$ cat src/rtl/i2c_timer_pkg.sv
package i2c_timer_pkg;
  // spacing of the four count fields inside a timing word (LO, HI, SH, DV)
  localparam int FIELD_STRIDE = 8;
  localparam int NUM_FIELDS   = 4;
  localparam int FLD_LO = 0;
  localparam int FLD_HI = 1;
  localparam int FLD_SH = 2;
  localparam int FLD_DV = 3;
  localparam int SCL_FLT_LSB = 16;
  localparam int SDA_FLT_LSB = 24;

  typedef enum logic [1:0] {
    OP_NONE  = 2'b00,
    OP_START = 2'b01,
    OP_BIT   = 2'b10,
    OP_STOP  = 2'b11
  } op_e;

  typedef enum logic [1:0] {
    SEL_LOW  = 2'b00,
    SEL_HIGH = 2'b01,
    SEL_HOLD = 2'b10
  } limSel_e;

  typedef enum logic [2:0] {
    ST_IDLE,
    ST_START,
    ST_HELD,
    ST_BIT_LOW,
    ST_BIT_HIGH,
    ST_STOP_LOW,
    ST_STOP_SETUP
  } state_e;

  // control -> datapath
  typedef struct packed {
    logic    clear;
    logic    run;
    limSel_e sel;
  } ctlStrobe_t;

  // datapath -> control
  typedef struct packed {
    logic phaseEnd;
    logic dvHit;
  } dpStatus_t;
endpackage

$ cat src/rtl/i2c_timer_datapath.sv
module i2c_timer_datapath
  import i2c_timer_pkg::*;
#(
  parameter int CNT_W  = 6,
  parameter int PRE_W  = 3,
  parameter int FLT_W  = 4,
  parameter int WORD_W = 32
) (
  input  logic              clk,
  input  logic              rstN,
  input  logic              enable,
  input  logic              hsMode,
  input  logic [PRE_W-1:0]  prescale,
  input  logic [WORD_W-1:0] timingNorm,
  input  logic [WORD_W-1:0] timingHs,
  input  logic [WORD_W-1:0] filtCfg,
  input  ctlStrobe_t        ctl,
  output dpStatus_t         stat,
  output logic [FLT_W-1:0]  sclFilt,
  output logic [FLT_W-1:0]  sdaFilt
);
  localparam int PRE_CNT_W = (1 << PRE_W) - 1;

  logic [WORD_W-1:0]    selWord;
  logic [CNT_W-1:0]     fieldLat [NUM_FIELDS];
  logic [PRE_W-1:0]     preLat;
  logic [PRE_CNT_W-1:0] preCnt;
  logic [PRE_CNT_W-1:0] preMask;
  logic [CNT_W-1:0]     phaseCnt;
  logic [CNT_W-1:0]     limit;
  logic                 tick;
  logic                 unusedCfgBits;

  assign selWord       = hsMode ? timingHs : timingNorm;
  assign unusedCfgBits = ^{timingNorm, timingHs, filtCfg};

  // settings are captured only while the master is disabled
  for (genvar f = 0; f < NUM_FIELDS; f++) begin : g_field
    always_ff @(posedge clk or negedge rstN) begin
      if (!rstN)        fieldLat[f] <= '0;
      else if (!enable) fieldLat[f] <= selWord[f*FIELD_STRIDE +: CNT_W];
    end
  end

  always_ff @(posedge clk or negedge rstN) begin
    if (!rstN) begin
      preLat  <= '0;
      sclFilt <= '0;
      sdaFilt <= '0;
    end else if (!enable) begin
      preLat  <= prescale;
      sclFilt <= filtCfg[SCL_FLT_LSB +: FLT_W];
      sdaFilt <= filtCfg[SDA_FLT_LSB +: FLT_W];
    end
  end

  // power-of-two tick divider
  assign preMask = ~({PRE_CNT_W{1'b1}} << preLat);
  assign tick    = ctl.run && (preCnt == preMask);

  always_ff @(posedge clk or negedge rstN) begin
    if (!rstN)          preCnt <= '0;
    else if (ctl.clear) preCnt <= '0;
    else if (ctl.run)   preCnt <= tick ? '0 : preCnt + 1'b1;
  end

  // phase counter, counts ticks since the phase began
  always_ff @(posedge clk or negedge rstN) begin
    if (!rstN)          phaseCnt <= '0;
    else if (ctl.clear) phaseCnt <= '0;
    else if (tick)      phaseCnt <= phaseCnt + 1'b1;
  end

  always_comb begin
    case (ctl.sel)
      SEL_HIGH: limit = fieldLat[FLD_HI];
      SEL_HOLD: limit = fieldLat[FLD_SH];
      default:  limit = fieldLat[FLD_LO];
    endcase
  end

  assign stat.phaseEnd = tick && (phaseCnt == limit);
  assign stat.dvHit    = tick && (phaseCnt == fieldLat[FLD_DV]);
endmodule

$ cat src/rtl/i2c_timer_control.sv
module i2c_timer_control
  import i2c_timer_pkg::*;
(
  input  logic       clk,
  input  logic       rstN,
  input  logic       enable,
  input  logic       cmdValid,
  input  logic [1:0] cmdOp,
  input  logic       cmdBit,
  input  logic       sclIn,
  input  logic       sdaIn,
  input  dpStatus_t  stat,
  output ctlStrobe_t ctl,
  output logic       cmdReady,
  output logic       sclLow,
  output logic       sdaLow,
  output logic       doneStrobe,
  output logic       rxBit
);
  state_e state;
  logic   accept;
  logic   bitQ;
  logic   busy;
  logic   releasedPhase;
  op_e    op;

  assign op       = op_e'(cmdOp);
  assign cmdReady = enable && (state == ST_IDLE || state == ST_HELD);
  assign accept   = cmdValid && cmdReady;

  assign busy          = !(state == ST_IDLE || state == ST_HELD);
  assign releasedPhase = (state == ST_BIT_HIGH) || (state == ST_STOP_SETUP);

  always_comb begin
    ctl.clear = !enable || accept || stat.phaseEnd;
    ctl.run   = enable && busy && !(releasedPhase && !sclIn);
    case (state)
      ST_BIT_HIGH:             ctl.sel = SEL_HIGH;
      ST_START, ST_STOP_SETUP: ctl.sel = SEL_HOLD;
      default:                 ctl.sel = SEL_LOW;
    endcase
  end

  always_ff @(posedge clk or negedge rstN) begin
    if (!rstN) begin
      state      <= ST_IDLE;
      sclLow     <= 1'b0;
      sdaLow     <= 1'b0;
      doneStrobe <= 1'b0;
      rxBit      <= 1'b0;
      bitQ       <= 1'b0;
    end else if (!enable) begin
      state      <= ST_IDLE;
      sclLow     <= 1'b0;
      sdaLow     <= 1'b0;
      doneStrobe <= 1'b0;
    end else begin
      doneStrobe <= 1'b0;
      case (state)
        ST_IDLE: begin
          if (accept && op == OP_START) begin
            sdaLow <= 1'b1;
            state  <= ST_START;
          end
        end
        ST_START: begin
          if (stat.phaseEnd) begin
            sclLow     <= 1'b1;
            doneStrobe <= 1'b1;
            state      <= ST_HELD;
          end
        end
        ST_HELD: begin
          if (accept && op == OP_BIT) begin
            bitQ  <= cmdBit;
            state <= ST_BIT_LOW;
          end else if (accept && op == OP_STOP) begin
            state <= ST_STOP_LOW;
          end
        end
        ST_BIT_LOW: begin
          if (stat.dvHit || stat.phaseEnd) sdaLow <= !bitQ;
          if (stat.phaseEnd) begin
            sclLow <= 1'b0;
            state  <= ST_BIT_HIGH;
          end
        end
        ST_BIT_HIGH: begin
          if (stat.phaseEnd) begin
            sclLow     <= 1'b1;
            rxBit      <= sdaIn;
            doneStrobe <= 1'b1;
            state      <= ST_HELD;
          end
        end
        ST_STOP_LOW: begin
          if (stat.dvHit || stat.phaseEnd) sdaLow <= 1'b1;
          if (stat.phaseEnd) begin
            sclLow <= 1'b0;
            state  <= ST_STOP_SETUP;
          end
        end
        ST_STOP_SETUP: begin
          if (stat.phaseEnd) begin
            sdaLow     <= 1'b0;
            doneStrobe <= 1'b1;
            state      <= ST_IDLE;
          end
        end
        default: state <= ST_IDLE;
      endcase
    end
  end
endmodule

$ cat src/rtl/i2c_bit_timer.sv
module i2c_bit_timer
  import i2c_timer_pkg::*;
#(
  parameter int CNT_W  = 6,
  parameter int PRE_W  = 3,
  parameter int FLT_W  = 4,
  parameter int WORD_W = 32
) (
  input  logic              clk,
  input  logic              rstN,
  input  logic              enable,
  input  logic              hsMode,
  input  logic [PRE_W-1:0]  prescale,
  input  logic [WORD_W-1:0] timingNorm,
  input  logic [WORD_W-1:0] timingHs,
  input  logic [WORD_W-1:0] filtCfg,
  input  logic              cmdValid,
  input  logic [1:0]        cmdOp,
  input  logic              cmdBit,
  output logic              cmdReady,
  input  logic              sclIn,
  input  logic              sdaIn,
  output logic              sclLow,
  output logic              sdaLow,
  output logic              doneStrobe,
  output logic              rxBit,
  output logic [FLT_W-1:0]  sclFilt,
  output logic [FLT_W-1:0]  sdaFilt
);
  ctlStrobe_t ctl;
  dpStatus_t  stat;

  i2c_timer_datapath #(
    .CNT_W (CNT_W),
    .PRE_W (PRE_W),
    .FLT_W (FLT_W),
    .WORD_W(WORD_W)
  ) u_datapath (
    .clk       (clk),
    .rstN      (rstN),
    .enable    (enable),
    .hsMode    (hsMode),
    .prescale  (prescale),
    .timingNorm(timingNorm),
    .timingHs  (timingHs),
    .filtCfg   (filtCfg),
    .ctl       (ctl),
    .stat      (stat),
    .sclFilt   (sclFilt),
    .sdaFilt   (sdaFilt)
  );

  i2c_timer_control u_control (
    .clk       (clk),
    .rstN      (rstN),
    .enable    (enable),
    .cmdValid  (cmdValid),
    .cmdOp     (cmdOp),
    .cmdBit    (cmdBit),
    .sclIn     (sclIn),
    .sdaIn     (sdaIn),
    .stat      (stat),
    .ctl       (ctl),
    .cmdReady  (cmdReady),
    .sclLow    (sclLow),
    .sdaLow    (sdaLow),
    .doneStrobe(doneStrobe),
    .rxBit     (rxBit)
  );
endmodule

$ cat config.mk
export PLATFORM = sky130hd
export DESIGN_NAME = i2c_bit_timer
export DESIGN_NICKNAME = d
export VERILOG_FILES = /design/src/rtl/i2c_timer_pkg.sv /design/src/rtl/i2c_timer_datapath.sv /design/src/rtl/i2c_timer_control.sv /design/src/rtl/i2c_bit_timer.sv
export SDC_FILE = /design/constraint.sdc
export NUM_CORES = 1
export LEC_CHECK = 0
export CAP_MARGIN = 20
export CORE_ASPECT_RATIO = 0.6
export CORE_UTILIZATION = 46
export CTS_BUF_LIST = sky130_fd_sc_hd__clkbuf_4
export CTS_CLUSTER_SIZE = 8
export DETAILED_ROUTE_END_ITERATION = 10
export PLACE_DENSITY = 0.87
export SETUP_SLACK_MARGIN = 0.5
export SYNTH_ARGS = -nofsm -noshare
export SYNTH_HDL_FRONTEND = slang
export SYNTH_SLANG_ARGS = --single-unit
$ cat constraint.sdc
create_clock -name clk -period 3.8 [get_ports clk]
set_input_delay 0.57 -clock clk [delete_from_list [all_inputs] [get_ports clk]]
set_output_delay 0.57 -clock clk [all_outputs]
set_load 0.05 [all_outputs]
[Word-level counts from Yosys, hierarchy flattened]
Index checks and enable logic that the tools add are counted.
Word-level totals
  register bits: 56
  input bits: 109
  output and inout bits: 13
  logic and storage cells: 106
Cells by class
  $add $sub $neg: 2
  equality and inequality tests: 25
  shifts and indexed selects: 1
  muxes and demuxes: 29
  bitwise logic cells: 1
  reduce and logical (&&, ||, !) cells: 33
Operator list (number)
  30-bit two-way mux: 1
  3-bit two-way mux: 8
  7-bit two-way mux: 3
  3-bit by 2-bit != test with 1-bit output (second input constant): 7
  3-bit case mux with 6 select lines: 1
  6-bit == test: 2
  6-bit two-way mux: 2
  6-bit case mux with 2 select lines: 1
  1-bit logical AND: 11
  1-bit two-way mux: 10
  3-bit == test (second input constant): 3
  3-bit AND reduction: 3
  7-bit by 1-bit adder with 7-bit output (second input constant): 1
  7-bit == test: 1
  7-bit NOT: 1
  7-bit by 3-bit left shift with 7-bit output (first input constant): 1
  6-bit by 1-bit adder with 6-bit output (second input constant): 1
  2-bit == test (second input constant): 3
  3-bit by 2-bit == test with 1-bit output (second input constant): 2
  3-bit != test (second input constant): 2
  6-bit AND reduction: 1
  2-bit OR reduction: 3
  1-bit logical NOT: 5
  1-bit logical OR: 5
  11 further kinds: 13

[Logic depth before layout (Yosys ltp)]
Gate-level depths: netlist of the first run.
  word-level depth: 11
  depth in mapped cells: 13
  gate-level depth less buffers: 11

[By module]
Synthesis of the first run repeated with hierarchy kept, for this count alone.
Second synthesis, totals
  cells, all modules: 322
  area total of the unflattened synthesis: 3168.0 sq um
Modules (own cells, without submodules)
  i2c_timer_datapath: times used 1, cells an instance 255, area an instance 2563.7 sq um, seq. area each 1201.2 sq um
  i2c_timer_control: times used 1, cells an instance 67, area an instance 604.3 sq um, seq. area each 200.2 sq um

[Worst setup path before layout of the first run]
OpenSTA, ideal clock, no wires.
  kind: register to register
  start point: register u_control.state[0]
  end point: register u_control.state[0]
  library setup time: 0.125 ns
  arrival time: 3.029 ns
  required time: 3.675 ns
  path slack: 0.647 ns
  cell stages (with the launch flop): 13
  path buffers: 3
  period minus slack after synthesis: 3.153 ns
  cells stage by stage: dfrtp_1 clkbuf_1 clkbuf_1 a21o_1 inv_1 ha_1 clkbuf_1 a221oi_1 nor3_1 a211oi_1 nand4_1 o2111ai_1 mux2_2
Between the ends
  longest elaborated chain between the ends: 9
  elaborated cells on any way between the ends: 38
  those cells by class: eq/ne: 15; mux: 5; reduce/logical: 18
RTL lines
  start, declared: RTL line i2c_timer_control.sv:20  | state_e state;
  start signal, assigned: RTL line i2c_timer_control.sv:46  | state <= ST_IDLE;
  start signal, assigned: RTL line i2c_timer_control.sv:53  | state <= ST_IDLE;
  start signal, assigned: RTL line i2c_timer_control.sv:63  | state <= ST_START;
  3-bit by 1-bit == test with 1-bit output, or another cell as far along: RTL line i2c_timer_control.sv:37, i2c_timer_control.sv:59
  2-bit OR reduction, or another cell as far along: RTL line i2c_timer_control.sv:37  | case (state)
  2-bit case mux with 2 select lines, or another cell as far along: RTL line i2c_timer_control.sv:37
  2-bit == test, or another cell as far along: RTL line i2c_timer_datapath.sv:75  | case (ctl.sel)
  6-bit case mux with 2 select lines / 1-bit logical AND (equally long branches): RTL line i2c_timer_datapath.sv:75, i2c_timer_control.sv:36
  6-bit == test / 1-bit logical AND (equally long branches): RTL line i2c_timer_datapath.sv:82, i2c_timer_datapath.sv:59
  1-bit logical AND: RTL line i2c_timer_datapath.sv:82  | assign stat.phaseEnd = tick && (phaseCnt == limit);
  3-bit by 2-bit != test with 1-bit output (no line)
  6-bit AND reduction (no line)
Several ways; a longest one is shown, not always the timed one.
A chain may end at the register's enable or synchronous reset.

[Worst setup path after layout of the first run]
  start point: register u_control.state[1]
  end point: register u_control.state[0]
The elaborated chain is that of the path after synthesis.

==> results of run 1 <==
[cells in the final DEF (no fill, tap or decap), types with 8 or more instances in the layout]
| cell type | count |
|---|---|
| buf_4 | 8 |
| clkdlybuf4s50_1 | 79 |
| dfrtp_1 | 54 |
| mux2_2 | 14 |
| mux2i_1 | 28 |
| nand2_1 | 43 |
| nand3_1 | 10 |
| nor2_1 | 21 |
| o21ai_0 | 29 |
| xnor2_1 | 10 |
[per-layer routing]
layer | up-vias | global-route usage (%) | routed length (µm)
li1 | 1350 | - | -
met1 | 1302 | 29.30 | 3625
met2 | 102 | 31.75 | 3202
met3 | 5 | 4.095 | 473
met4 | 0 | 5.333 | 49
met5 | - | 0 | 0
[registers in the layout, indices dropped and copies added (netlist names)]
signal / count
u_control.doneStrobe: 1
u_control.rxBit: 1
u_datapath.preCnt: 7
u_datapath.sdaFilt: 4
u_datapath.phaseCnt: 6
u_control.sclLow: 1
u_control.bitQ: 1
u_datapath.preLat: 3
u_control.state: 3
u_datapath.sclFilt: 4
u_control.sdaLow: 1
u_datapath.fieldLat: 24
[worst min-delay path by stage]
stage | from | endpoint | slack (ns)
floorplan | rstN | u_control.bitQ$_DFFE_PN0P_ | 0.27
detailed placement | u_datapath.fieldLat[10]$_DFFE_PN0N_ | u_datapath.fieldLat[10]$_DFFE_PN0N_ | 0.48
global placement | u_datapath.fieldLat[11]$_DFFE_PN0N_ | u_datapath.fieldLat[11]$_DFFE_PN0N_ | 0.47
finish | rstN | u_datapath.preCnt[5]$_DFFE_PN0P_ | 0.28
global route | rstN | u_control.rxBit$_DFFE_PN0P_ | 0.35
CTS | rstN | u_datapath.preCnt[5]$_DFFE_PN0P_ | 0.31
[cells by family after synthesis]
| logic type | after synthesis | share of synthesized area [%] |
|---|---|---|
| compound gates | 76 | 16.20 |
| xor+xnor | 17 | 4.589 |
| fa+ha+maj | 5 | 1.928 |
| buf+inv | 30 | 3.972 |
| flops | 56 | 43.19 |
| mux | 42 | 13.50 |
| simple gates | 112 | 16.62 |
[final cells by class]
class                      instances  share of cell area [%]
clock buffer                       5                  0.8894
clock inverter                     3                   1.008
inverter                           7                  0.6226
multi-input combinational        252                   41.24
sequential                        56                   33.26
tap                               87                   2.579
timing repair buffer              89                   20.40
[metrics by stage]
stage               util [%]  area, µm²  hold WS, ns  power [mW]  setup slack, ns
floorplan                  -       3244       0.2744      0.9204           0.6467
global placement       60.83       4096       0.4694       1.064           0.3997
detailed placement     60.83       4096       0.4808       1.078           0.3760
CTS                    62.23       4190       0.3148       1.407           0.4866
global route           62.67       4220       0.3485       1.482           0.4899
finish                 62.67       4220       0.2781       1.409           0.7567
[worst max-delay path, delay by kind of cell, from the launching register on]
kind                       cells  cell delay (ns)
DFF                            1             0.52
AOI/OAI and AO/OA              3             0.59
buffers and inverters          2             0.23
and+or+nand+nor                5             0.77
adders and majority gates      1             0.48
muxes                          1             0.36
[power breakdown]
part           switching (mW)  internal (mW)  total, mW
Clock                   0.194          0.138      0.332
Combinational           0.208          0.187      0.396
Sequential             0.0382          0.642      0.681
Total                   0.441          0.968       1.41
[repair_timing]
action | CTS | global route
resized for setup | 4 | 3
pin swaps | 0 | 1
endpoints found under the setup margin | 4 | 14
buffers inserted | 0 | 2
==> metrics.yaml, run 1 <==
power:
  ir_drop_v: 0.0001856
  power.leakage_nw: 1.834
  powerDensity_nw_per_um2: 333.8
sta:
  rsz0062_at_grt: "no"
  fin_crit_sh_pct: 80.09
  finClkSkew_ns: 0.004908
  hold_viol: 0
  max_slew.worst_pin.slew_ns: 0.7196
  finalMaxSlewViolations: 0
  slew_headroom_pct: 52.02
  setup-tns-final_ns: 0
  period_needed_ns: 3.043
  setup_viol: 0
  max_clock_freq_mhz: 328.6
worst_hold_path:
  hold_class: "input pin to async pin"
synthesis:
  synth_edf_count: 0
  yosysSeqAreaShare_pct: 43.19
  yosysMostFrequentCell: "dfrtp_1"
  synthTopCellsByArea: "dfrtp_1, mux2i_1, nand2_1"
  syn_avg_cell_area_um2: 9.599
  ys_ff_latch: 56
  syn_area_um2: 3244
  ys_async_sr_fraction_pct: 100.0
  synth_ff_type: "dfrtp_1"
  syn_inst: 338
  yosysTopAreaCell: "dfrtp_1"
  ys_top_cells_by_count: "dfrtp_1, nand2_1, o21ai_0, mux2i_1, nor2_1"
  synth.top_cell.area_share_pct: 43.19
  ys_warn_count: 0
  syn_nets: 452
  synth.distinct_cells: 55
route:
  vias_per_cell: 5.529
  route.vias.total: 2759
  drtIter0Drc: 162
  drc_errors: 0
  drtAntennaViolNets: 0
  routed_wl_mm: 7.351
  routed_wire_length_per_instance_um: 14.73
  drtPass1Iterations: 4
cts:
  htreeDepth: 2
  clockRootBuffer: "clkbuf_4"
  cts_buffers: 5
  clock_path_buffers: 2
  clock_sinks: 56
  clkTransAtPathRegs_ns: 0.16
  tritoncts: "built"
  hold_buffers: 0
  clock_latency_ns: 0.38
die:
  die_area_um2: 7404
  ios: 122
  die_h_um: 67.05
  num_rows: 23
  die_w_um: 110.4
  core_um2: 6734
  initial_utilization_pct: 48.18
cells_and_area:
  nNetsFinal: 525
  fin_cells: 499
  antenna_cells: 0
  seqCellArea_um2: 1404
  multi_input_area_um2: 1740
  drive_gt1_share_pct: 10.68
  n_fill_cell: 569
  area_growth_pct: 30.08
setup_path:
  critPathCaptureType: "register"
  critPathLaunch: "u_control.state[1]$_DFFE_PN0P_"
  crit_chain: "nand2_1 -> nor2_1 -> a21o_1 -> inv_1 -> ha_2 -> nor2b_1 -> nor3_1 -> a211oi_1 -> nand4_1 -> buf_4 -> o2111ai_2 -> mux2_2"
  crit_type: "register to register"
  start_kind: "register"
  r2r_slack_ns: 0.76
  path_max_fanout: 14
  crit_path_max_incr_delay_ns: 0.52
  r2r_cells: 12
  critPathRequiredTime_ns: 4.09
  crit-reg2reg-capture: "u_control.state[0]$_DFFE_PN0P_"
  r2r-start: "u_control.state[1]$_DFFE_PN0P_"
  arrival_ns: 3.33
  cp_slowest_cell: "dfrtp_2"
  critical_path.endpoint: "u_control.state[0]$_DFFE_PN0P_"
place:
  hpwlAfterDp_mm: 5.535
  numPortBuffers: 81
  place_inst: 489
  globalplace.congestion: 0.8224
global_route:
  grt_pass1_wl_mm: 12.09
  antenna_found_initial: 0
  globalRouteOverflowTotal: 0
  grt_pass1_vias: 2543
  grt_max_degree: 57
  gr-usage-all-layers_pct: 20.51
job:
  max-cap-violations: 0
status:
  status: "finished, final reports clean"
Note: power is estimated with default switching activity, not from simulation.
==> run 2: changes to the inputs <==
Clock period 3.8 ns to 3.1 ns, I/O delays scaled along.
==> run 2 against run 1 <==
Effect of this change: clock power grew 54%; sequential power is 24% higher; register-to-register slack got worse by 0.40 ns; count of clock-buffer cells in the layout is the same; first-iteration DRC count up 1.2%; critical path type unchanged; largest cell class unchanged; highest routed layer unchanged.
==> metrics.yaml, run 2 (same netlist as run 1, synthesis figures left out) <==
cells_and_area:
  nNetsFinal: 542  # +3.2%
  top_regs: "u_datapath.fieldLat: 24 flops, u_datapath.preCnt: 7 flops, u_datapath.phaseCnt: 6 flops"
  most-common-layout-cells: "clkdlybuf4s50_1, dfrtp_1, nand2_1, o21ai_0, mux2i_1"
  final_common_cell: "clkdlybuf4s50_1"
  drive_gt1_share_pct: 19.35  # +8.7 points
  n_fill_cell: 525  # -7.7%
  area_growth_pct: 39.72
  fin_area_um2: 4533  # +7.4%
  largest-register: "u_datapath.fieldLat"
  largest_register_ff_count: 24  # unchanged
  antenna_cells: 0  # unchanged
  utilization_pct: 67.32  # +4.6 points
route:
  drtIter0Drc: 164  # +1.2%
  route.vias.total: 2897  # +5.0%
  routed_wl_mm: 8.186  # +11%
  wl_met2_mm: 3.612  # +13%
  drtPass1Iterations: 4  # unchanged
  vias_per_cell: 5.614  # +1.5%
  drtAntennaViolNets: 0  # unchanged
  top_layer_used: "met4"
  routed_wire_length_per_instance_um: 15.86  # +7.7%
  wl_met3_um: 611  # +29%
  wl_met1_mm: 3.882  # +7.1%
  drc_errors: 0  # unchanged
cts:
  cts_buffers: 5  # unchanged
  clock_path_buffers: 2  # unchanged
  tritoncts: "built"
  clockRootBuffer: "clkbuf_4"
  htreeDepth: 2  # unchanged
  clkTransAtPathRegs_ns: 0.17  # about the same
  clock_latency_ns: 0.41  # +0.03 ns
  clock_sinks: 56  # unchanged
global_route:
  globalRouteOverflowTotal: 0  # unchanged
  grt_max_degree: 59  # +3.5%
  grt_pass1_vias: 2738  # +7.7%
  antenna_found_initial: 0  # unchanged
  gr-usage-all-layers_pct: 21.87  # +1.4 points
  grt_pass1_wl_mm: 12.74  # +5.4%
setup_path:
  start_kind: "register"
  r2r_cells: 12  # unchanged
  path_common_cell: "buf_4"
  path_max_fanout: 8  # -6
  arrival_ns: 3.06  # -0.27 ns
  critPathRequiredTime_ns: 3.41  # -0.68 ns
  critPathCaptureType: "register"
  r2r-start: "u_control.state[2]$_DFFE_PN0P_"
  r2r_slack_ns: 0.35  # -0.40 ns
  crit_type: "register to register"
  cp_slowest_cell: "dfrtp_2"
  critPathLaunch: "u_control.state[2]$_DFFE_PN0P_"
  crit_path_max_incr_delay_ns: 0.50  # -0.02 ns
  crit-reg2reg-capture: "u_control.state[0]$_DFFE_PN0P_"
  crit_chain: "buf_4 -> nand2b_4 -> nor2_2 -> buf_4 -> ha_4 -> nor2b_2 -> nor3_1 -> a211oi_2 -> nand4_1 -> buf_6 -> o2111ai_4 -> mux2_4"
die:
  die_h_um: 67.05  # unchanged
  num_rows: 23  # unchanged
  die_w_um: 110.4  # unchanged
  die_area_um2: 7404  # unchanged
  core_um2: 6734  # unchanged
  ios: 122  # unchanged
  initial_utilization_pct: 48.18  # unchanged
power:
  power.leakage_nw: 1.994  # +8.7%
  ir_drop_v: 0.0002148  # +16%
  powerDensity_nw_per_um2: 421.6  # +26%
job:
  max-cap-violations: 0  # unchanged
sta:
  setup_viol: 0  # unchanged
  max_slew.worst_pin.slew_ns: 0.7348  # +0.01515 ns
  max_clock_freq_mhz: 364.1  # +11%
  rsz0062_at_grt: "yes"
  period_needed_ns: 2.746  # -0.2969 ns
  hold_viol: 0  # unchanged
  slew_headroom_pct: 51.01  # -1.0 points
  fin_crit_sh_pct: 88.59  # +8.5 points
  finClkSkew_ns: 0.01280  # +0.007889 ns
  finalMaxSlewViolations: 0  # unchanged
  setup-tns-final_ns: 0  # unchanged
  holdWs_ns: 0.1487  # -0.1294 ns
  fin_ws_ns: 0.3536  # -0.4031 ns
status:
  status: "finished, final reports clean"
place:
  place_ws_ns: 0.2600  # -0.1160 ns
  hpwlAfterDp_mm: 5.555  # +0.36%
  placed_area_um2: 4174  # +1.9%
  numPortBuffers: 81  # unchanged
  globalplace.congestion: 0.8323  # +1.2%
worst_hold_path:
  hold_class: "input pin to async pin"
[run 2: layout make-up]
class | instances | area (µm²) | area share [%]
Multi-Input combinational cell | 252 | 1889 | 41.68
Sequential cell | 56 | 1408 | 31.05
Timing Repair Buffer | 106 | 994.7 | 21.94
Tap cell | 87 | 108.9 | 2.401
Clock inverter | 3 | 68.82 | 1.518
Clock buffer | 5 | 37.54 | 0.8280
Inverter | 7 | 26.28 | 0.5796
[run 2: timing repair]
item | CTS | global route
hold buffers | 0 | 0
gates cloned | 0 | 1
buffers inserted | 5 | 9
setup endpoints to repair | 16 | 13
pin swaps | 5 | 6
gates resized for setup | 13 | 24
[run 2: worst max-delay path, delay by kind of cell, from the launching register on]
| kind | cells | cell delay [ns] |
|---|---|---|
| AND/OR/NAND/NOR | 5 | 0.53 |
| flip-flops | 1 | 0.50 |
| buffers and inverters | 3 | 0.49 |
| AO/OA/AOI/OAI | 2 | 0.44 |
| adder cells (fa/ha/maj) | 1 | 0.35 |
| multiplexers | 1 | 0.32 |
[run 2: how the worst max path moves through the flow]
stage	end	cells after the start
floorplan	u_control.state[0]$_DFFE_PN0P_	12
global placement	u_control.state[0]$_DFFE_PN0P_	12
detailed placement	u_control.rxBit$_DFFE_PN0P_	12
CTS	u_control.rxBit$_DFFE_PN0P_	12
global route	u_control.state[0]$_DFFE_PN0P_	12
finish	u_control.state[0]$_DFFE_PN0P_	12
[run 2: report_power, final]
group	internal (mW)	switching, mW
clock	0.254	0.257
combinational	0.269	0.289
sequential	0.788	0.0541
total	1.31	0.600
[run 2: stage by stage]
step	cells	power, mW
finish	516	1.911
global route	516	1.992
CTS	506	1.861
detailed placement	493	1.340
global placement	493	1.322
floorplan	338	1.156
[run 2: metal layers]
layer  vias to the layer above  global-route usage (%)
met3                         7                   6.187
met2                       115                   33.85
met5                         -                       0
met4                         0                   7.500
met1                      1387                   29.51
li1                       1388                       -
